--- config.mk ---
export PLATFORM = sky130hd
export DESIGN_NAME = l1a_burst_gen
export DESIGN_NICKNAME = d
export VERILOG_FILES = /design/src/rtl/l1ab_pkg.sv /design/src/rtl/l1ab_orbit_sched.sv /design/src/rtl/l1ab_pat_pick.sv /design/src/rtl/l1ab_burst_seq.sv /design/src/rtl/l1a_burst_gen.sv
export SDC_FILE = /design/constraint.sdc
export NUM_CORES = 1
export LEC_CHECK = 0
export BUFFER_PORTS_ARGS = -buffer_cell sky130_fd_sc_hd__buf_2
export CORE_MARGIN = 5
export CORE_UTILIZATION = 45
export CTS_BUF_LIST = sky130_fd_sc_hd__clkbuf_4 sky130_fd_sc_hd__clkbuf_8 sky130_fd_sc_hd__clkbuf_16
export DETAILED_ROUTE_END_ITERATION = 10
export PLACE_DENSITY = 0.73
export SYNTH_ARGS = -nofsm -noshare
export SYNTH_HDL_FRONTEND = slang
export SYNTH_SLANG_ARGS = --single-unit
--- constraint.sdc ---
create_clock -name clk -period 1.5 [get_ports clk]
set_input_delay 0.225 -clock clk [delete_from_list [all_inputs] [get_ports clk]]
set_output_delay 0.225 -clock clk [all_outputs]
set_load 0.02 [all_outputs]
--- src/rtl/l1ab_pkg.sv ---
// Package: shared types and the pattern table for the trigger burst generator.
// Patterns are stored left-justified in a PAT_W-bit vector, with their
// length beside them, so the sequencer can always shift out of the top bit.
package l1ab_pkg;

    localparam int PAT_W = 15;                 // longest pattern, in clocks
    localparam int LEN_W = $clog2(PAT_W + 1);  // width of a length field
    localparam int SEL_W = 4;                  // width of the select code

    // One entry of the pattern table.
    typedef struct packed {
        logic [LEN_W-1:0] len;   // number of bits to play, 0 = nothing
        logic [PAT_W-1:0] bits;  // first bit to play sits in bit PAT_W-1
    } pat_t;

    // Builds a left-justified entry from a right-justified bit string.
    function automatic pat_t pat_make(input int n, input logic [PAT_W-1:0] v);
        pat_t p;
        p.len  = LEN_W'(n);
        p.bits = (n == 0) ? '0 : (v << (PAT_W - n));
        return p;
    endfunction

    // The pattern table; unlisted codes play nothing.
    function automatic pat_t pat_lookup(input logic [SEL_W-1:0] sel);
        pat_t p;
        case (sel)
            4'd0:    p = pat_make(1,  15'b1);
            4'd1:    p = pat_make(3,  15'b101);
            4'd2:    p = pat_make(5,  15'b10101);
            4'd3:    p = pat_make(4,  15'b1001);
            4'd4:    p = pat_make(7,  15'b1001001);
            4'd5:    p = pat_make(5,  15'b10001);
            4'd6:    p = pat_make(9,  15'b100010001);
            4'd8:    p = pat_make(2,  15'b11);
            4'd9:    p = pat_make(3,  15'b111);
            4'd10:   p = pat_make(15, 15'b100000010000001);
            default: p = pat_make(0,  15'b0);
        endcase
        return p;
    endfunction

    // The lone trigger used by the mixed mode.
    function automatic pat_t pat_single();
        return pat_make(1, 15'b1);
    endfunction

endpackage

--- src/rtl/l1ab_orbit_sched.sv ---
// Orbit scheduler: counts orbit markers and flags the markers that open a
// burst opportunity. In mixed mode it also rotates an opportunity counter
// that decides between a lone trigger and the selected pattern.
// Assumes: orbit_i is a single-cycle pulse; BASE_ORBITS >= ALT_ORBITS >= 2.
module l1ab_orbit_sched #(
    parameter int BASE_ORBITS = 256,
    parameter int ALT_ORBITS  = 64,
    parameter int ALT_RATIO   = 4
) (
    input  logic clk,
    input  logic rst_n,
    input  logic orbit_i,
    input  logic alt_mode_i,
    output logic fire_o,   // this marker opens a burst opportunity
    output logic full_o    // play the selected pattern (else a lone trigger)
);
    localparam int CNT_W = (BASE_ORBITS < 2) ? 1 : $clog2(BASE_ORBITS);
    localparam int OPP_W = (ALT_RATIO < 2) ? 1 : $clog2(ALT_RATIO);
    localparam logic [CNT_W-1:0] BASE_LAST = CNT_W'(BASE_ORBITS - 1);
    localparam logic [CNT_W-1:0] ALT_LAST  = CNT_W'(ALT_ORBITS - 1);
    localparam logic [OPP_W-1:0] OPP_LAST  = OPP_W'(ALT_RATIO - 1);

    logic [CNT_W-1:0] orb_cnt_q;
    logic [OPP_W-1:0] opp_cnt_q;
    logic [CNT_W-1:0] period_last;

    // Select the wrap point of the current mode.
    always_comb begin
        period_last = alt_mode_i ? ALT_LAST : BASE_LAST;
    end

    // Decode an opportunity and the pattern choice for it.
    always_comb begin
        fire_o = orbit_i && (orb_cnt_q == '0);
        full_o = !alt_mode_i || (opp_cnt_q == OPP_LAST);
    end

    // Advance the orbit counter on every marker, wrapping at the mode's period.
    always_ff @(posedge clk) begin
        if (!rst_n) begin
            orb_cnt_q <= '0;
        end else if (orbit_i) begin
            orb_cnt_q <= (orb_cnt_q >= period_last) ? '0 : orb_cnt_q + 1'b1;
        end
    end

    // Rotate the mixed-mode opportunity counter; hold it at zero in plain mode.
    always_ff @(posedge clk) begin
        if (!rst_n || !alt_mode_i) begin
            opp_cnt_q <= '0;
        end else if (fire_o) begin
            opp_cnt_q <= (opp_cnt_q == OPP_LAST) ? '0 : opp_cnt_q + 1'b1;
        end
    end

endmodule

--- src/rtl/l1ab_pat_pick.sv ---
// Pattern picker: turns the select code and the scheduler's choice into one
// table entry. Purely combinational; the sequencer captures the result only
// on an opportunity, which is what makes the select safe to change anytime.
module l1ab_pat_pick
    import l1ab_pkg::*;
(
    input  logic [SEL_W-1:0] sel_i,
    input  logic             full_i,
    output pat_t             pat_o
);
    // Choose the table entry or the lone trigger.
    always_comb begin
        pat_o = full_i ? pat_lookup(sel_i) : pat_single();
    end

endmodule

--- src/rtl/l1ab_burst_seq.sv ---
// Burst sequencer: on a fire pulse it captures a pattern, waits START_OFFSET
// clocks and then shifts the pattern out one bit per clock, leftmost first.
// Assumes: orbits are longer than START_OFFSET + PAT_W clocks; a fire that
// arrives anyway restarts the sequencer with the new pattern.
module l1ab_burst_seq
    import l1ab_pkg::*;
#(
    parameter int START_OFFSET = 3
) (
    input  logic clk,
    input  logic rst_n,
    input  logic fire_i,
    input  pat_t pat_i,
    output logic l1a_o,
    output logic burst_o
);
    localparam int OFS_W = (START_OFFSET < 2) ? 1 : $clog2(START_OFFSET);
    localparam logic [OFS_W-1:0] DLY_LOAD =
        OFS_W'((START_OFFSET > 0) ? START_OFFSET - 1 : 0);

    typedef enum logic [1:0] {
        ST_IDLE = 2'd0,
        ST_WAIT = 2'd1,
        ST_SEND = 2'd2
    } seq_st_t;

    seq_st_t          st_q;
    seq_st_t          load_st;
    logic [PAT_W-1:0] sh_q;
    logic [LEN_W-1:0] left_q;
    logic [OFS_W-1:0] dly_q;

    // Pick the state a fresh burst enters, skipping the wait when no offset.
    generate
        if (START_OFFSET == 0) begin : g_no_wait
            always_comb load_st = ST_SEND;
        end else begin : g_wait
            always_comb load_st = ST_WAIT;
        end
    endgenerate

    // Load, delay and shift the pattern.
    always_ff @(posedge clk) begin
        if (!rst_n) begin
            st_q   <= ST_IDLE;
            sh_q   <= '0;
            left_q <= '0;
            dly_q  <= '0;
        end else if (fire_i) begin
            sh_q   <= pat_i.bits;
            left_q <= pat_i.len;
            dly_q  <= DLY_LOAD;
            st_q   <= (pat_i.len == '0) ? ST_IDLE : load_st;
        end else begin
            case (st_q)
                ST_WAIT: begin
                    if (dly_q == '0) st_q <= ST_SEND;
                    else             dly_q <= dly_q - 1'b1;
                end
                ST_SEND: begin
                    sh_q   <= sh_q << 1;
                    left_q <= left_q - 1'b1;
                    if (left_q == LEN_W'(1)) st_q <= ST_IDLE;
                end
                default: st_q <= ST_IDLE;
            endcase
        end
    end

    // Drive the outputs straight from the state registers.
    always_comb begin
        burst_o = (st_q == ST_SEND);
        l1a_o   = (st_q == ST_SEND) && sh_q[PAT_W-1];
    end

endmodule

--- src/rtl/l1a_burst_gen.sv ---
// Top: orbit-locked trigger burst generator. Ties the orbit scheduler, the
// pattern picker and the burst sequencer together.
// Assumes: orbit_i is one clock wide and orbits are longer than a burst.
module l1a_burst_gen
    import l1ab_pkg::*;
#(
    parameter int BASE_ORBITS  = 256,
    parameter int ALT_ORBITS   = 64,
    parameter int ALT_RATIO    = 4,
    parameter int START_OFFSET = 3
) (
    input  logic             clk,
    input  logic             rst_n,
    input  logic             orbit_i,
    input  logic [SEL_W-1:0] pat_sel_i,
    input  logic             alt_mode_i,
    output logic             l1a_o,
    output logic             burst_o
);
    logic fire;
    logic full;
    pat_t pat;

    l1ab_orbit_sched #(
        .BASE_ORBITS (BASE_ORBITS),
        .ALT_ORBITS  (ALT_ORBITS),
        .ALT_RATIO   (ALT_RATIO)
    ) u_sched (
        .clk        (clk),
        .rst_n      (rst_n),
        .orbit_i    (orbit_i),
        .alt_mode_i (alt_mode_i),
        .fire_o     (fire),
        .full_o     (full)
    );

    l1ab_pat_pick u_pick (
        .sel_i  (pat_sel_i),
        .full_i (full),
        .pat_o  (pat)
    );

    l1ab_burst_seq #(
        .START_OFFSET (START_OFFSET)
    ) u_seq (
        .clk     (clk),
        .rst_n   (rst_n),
        .fire_i  (fire),
        .pat_i   (pat),
        .l1a_o   (l1a_o),
        .burst_o (burst_o)
    );

endmodule

==> summary.txt <==
Min path
  • WHS Path Cells: 3
  • Hold crit path type: in2reg
  • Min-delay src: alt_mode_i
  • WHS Endpoint: u_sched.opp_cnt_q[1]

Synthesis
  • Post-Syn Area: between 1500 and 2000 um2
  • Syn nets: 235
  • Simple-gate area share of the yosys netlist: 23.75%
  • Ys flop type: dfxtp_1
  • Post-synthesis sequential area ratio: between 30% and 40%
  • Ys async rst share: 0%
  • Number of flops mapped to enable cells by yosys: 0
  • Main combinational cell family by area after synthesis: simple AND/OR/NAND/NOR gates
  • Mapped Cells: roughly 210
  • Avg Inst Size Synth: 8.443 um2
  • Flops & latches, synth: 33
  • Synth cell types: 40
  • Synth Area in XOR/XNOR: around 5.3%
  • Compound-Gate Fraction of Synth Area: 15.30%
  • Post-synthesis mux area share: between 4 and 5%
  • Synth Area in Adders: a little under a tenth
  • Synth Warn #: 0

Global routing
  • Largest net degree at the start of global routing: 19
  • First-pass GRT wire length: ~6.6 mm
  • GRT Residual Overflow: 0
  • Antenna violations before repair: 0
  • GR Util All Layers: between 15 and 20%
  • Vias in the first global route: 1520

Timing
  • Final Max Tran Viols: 0
  • Final setup viols: 0
  • Fmax: roughly 690 MHz
  • Clock Skew: about 0.0079 ns
  • Worst-Margin Slew: around 0.43 ns
  • Post-Route Setup TNS: 0 ns
  • Final hold vios: 0
  • Fin crit period: approximately 1.5 ns
  • WHS: 0.2536 ns
  • RSZ-0062 raised after global routing: true
  • Slew margin rel.: between 70% and 80%
  • Period utilization: ~100%

Clocking
  • Clk Latency, worst-skew pair: roughly 0.29 ns
  • Clock root buffer: clkbuf_8
  • Clk slew on worst S/H paths: approximately 0.070 ns
  • Clk buf depth: 2
  • CTS sink cnt: 33
  • Num CTS Buffers: 5
  • CTS Hold Bufs: 0
  • H-Tree Depth: 2
  • TritonCTS clock tree: built

Worst setup path
  • Worst EP required: 1.66 ns
  • Worst reg2reg setup slack: approximately 0.043 ns
  • R2R depth: 7
  • Critical Path Fanout Max: 10
  • Worst reg2reg path startpoint: u_sched.orb_cnt_q[0]
  • Setup crit start kind: flip-flop
  • Arrival @ worst endpoint: 1.62 ns
  • R2R Path End: u_seq.sh_q[14]
  • Crit path kind: reg2reg
  • Setup crit end kind: flip-flop

Routing
  • Via-to-Cell Ratio: around 5.2
  • Drt pass-1 iters: 4
  • DRT antenna net count: 0
  • Drc violations: 0
  • Wire length per cell: between 10 and 15 um
  • Vias post-DR: about 1600
  • Post-Route WL: ~3.6 mm
  • 1st-iter DRT viols: 47

Die
  • # rows: 23
  • DIE AREA: approximately 5400 um2
  • Initial Util: a little under half
  • Die width: between 70 and 80 um
  • Core box area: approximately 4000 um2
  • Chip height: 73.37 um
  • IO Count: 10

Final layout
  • P&R area growth vs syn: 24.58%
  • Fillers: approximately 360
  • Share of post-route cells with drive strength above 1: 26.67%
  • Antenna cells: 0
  • Fin nets: 275

Power
  • PD cells: a little over 900 nW/um2
  • Power Internal: 1522 uW
  • Leakage Power: 0.0009465 uW
  • Sequential power share: between 40 and 50%
  • Combinational power share: between 15 and 20%
  • Sw Ratio: 26.00%
  • Net Sw Power: about 530 uW
  • Worst VDD drop: around 0.55 mV
  • Clock Power Share: 35.7%

Run
  • Max cap viols: 0

Placement
  • DP Wirelength: about 2.8 mm
  • Port Buffers: 9
  • GP Congestion: around 0.85

Run status
  • Status: finished, final reports clean
==> worst max path at each step <==
stage / slack (ns) / start / end
6_report: 0.04 / u_sched.orb_cnt_q[0] / u_seq.sh_q[14]
5_1_grt: -0.07 / u_sched.orb_cnt_q[0] / u_seq.sh_q[6]
4_1_cts: 0.02 / u_sched.orb_cnt_q[0] / u_seq.sh_q[14]
3_5_place_dp: -0.06 / pat_sel_i[1] / u_seq.st_q[0]
3_3_place_gp: -0.009 / pat_sel_i[1] / u_seq.st_q[0]
2_1_floorplan: 0.06 / u_seq.st_q[0] / l1a_o
==> layout make-up <==
cell class / instances / area (um2) / share of cell area, %
clock inverters: 1 / 5.005 / 0.2223
repair buffers: 44 / 327.8 / 14.56
multi-input cells: 160 / 1060 / 47.08
flip-flops and latches: 33 / 661.9 / 29.41
clock buffers: 7 / 96.34 / 4.280
well taps: 50 / 62.56 / 2.779
inverters: 10 / 37.54 / 1.668
==> logic make-up after synthesis <==
| group | Yosys count |
|---|---|
| buf+inv | 21 |
| mux | 8 |
| fa+ha+maj | 13 |
| xor+xnor | 11 |
| simple gates | 85 |
| flops | 33 |
| compound gates | 43 |
==> power by group through the flow <==
stage	logic, uW	clock network [uW]	registers [uW]
floorplan	226	0	958
global placement	357	0	961
detailed placement	361	0	963
CTS	369	759	942
global route	425	803	948
finish	380	734	944
==> flip-flops by register name, summed over array words and instances (netlist names) <==
signal / cells
u_sched.opp_cnt_q: 2
u_seq.dly_q: 2
u_seq.sh_q: 15
u_seq.left_q: 4
u_sched.orb_cnt_q: 8
u_seq.st_q: 2
==> cell usage in the layout (no fill, tap or decap), types with 3 or more instances in the layout <==
cell type	count
o21ai_0	3
mux2_2	6
clkbuf_8	7
dfxtp_1	32
xnor2_1	6
nand4_1	8
xor2_1	5
a21oi_1	22
ha_1	12
buf_2	9
nand2_1	37
nand2b_1	4
a311oi_1	4
nor2_1	18
buf_4	32
inv_1	8
a211oi_1	4
==> worst max-delay path, stage by stage, from the launching register on <==
cell and delay [ns]:
dfxtp_2 0.32, inv_2 0.04, ha_2 0.15, nor4b_4 0.22, nand2_2 0.17, buf_6 0.18
nor3_1 0.18, a311oi_1 0.07
==> per-stage QoR <==
step | util [%] | instances | cell area, um2 | power (uW) | setup slack (ns)
final | 57.09 | 305 | 2251 | 2057 | 0.04264
after global routing | 57.09 | 305 | 2251 | 2177 | -0.07192
after CTS | 56.49 | 304 | 2227 | 2070 | 0.01647
after detailed placement | 53.54 | 294 | 2111 | 1324 | -0.06225
after global placement | 53.54 | 294 | 2111 | 1317 | -0.008853
after floorplan | - | 214 | 1807 | 1184 | 0.05785
==> cell usage after synthesis (2+ instances only) <==
master | instances | area, um2
nor4b_4 | 2 | 47.55
nand2b_1 | 5 | 31.28
a311oi_1 | 4 | 35.03
o211ai_1 | 2 | 15.01
o21ai_0 | 3 | 15.01
clkbuf_1 | 2 | 7.510
xnor2_1 | 6 | 52.55
buf_4 | 2 | 15.01
xor2_1 | 5 | 43.79
nand4_1 | 8 | 50.05
a21oi_1 | 22 | 110.1
inv_1 | 10 | 37.54
dfxtp_1 | 33 | 660.6
mux2_2 | 6 | 67.56
nand3b_1 | 2 | 15.01
and3_1 | 2 | 12.51
nor2_1 | 18 | 67.56
a211oi_1 | 4 | 30.03
nand2_1 | 38 | 142.6
nor3b_1 | 2 | 15.01
ha_1 | 13 | 162.7
buf_2 | 6 | 30.03
mux2i_1 | 2 | 20.02
==> layer usage <==
metal	track usage, %	vias to the layer above	routed length [um]
met4	4.829	0	31
met3	4.104	2	140
met2	27.31	24	1817
met5	0	-	0
li1	-	823	-
met1	18.64	747	1645
==> timing repair <==
action / in CTS / in global routing
pin swaps: 0 / 2
setup buffers: 2 / 1
gates resized for setup: 1 / 8
endpoints found under the setup margin: 2 / 22
(Power assumes the default switching activity.)
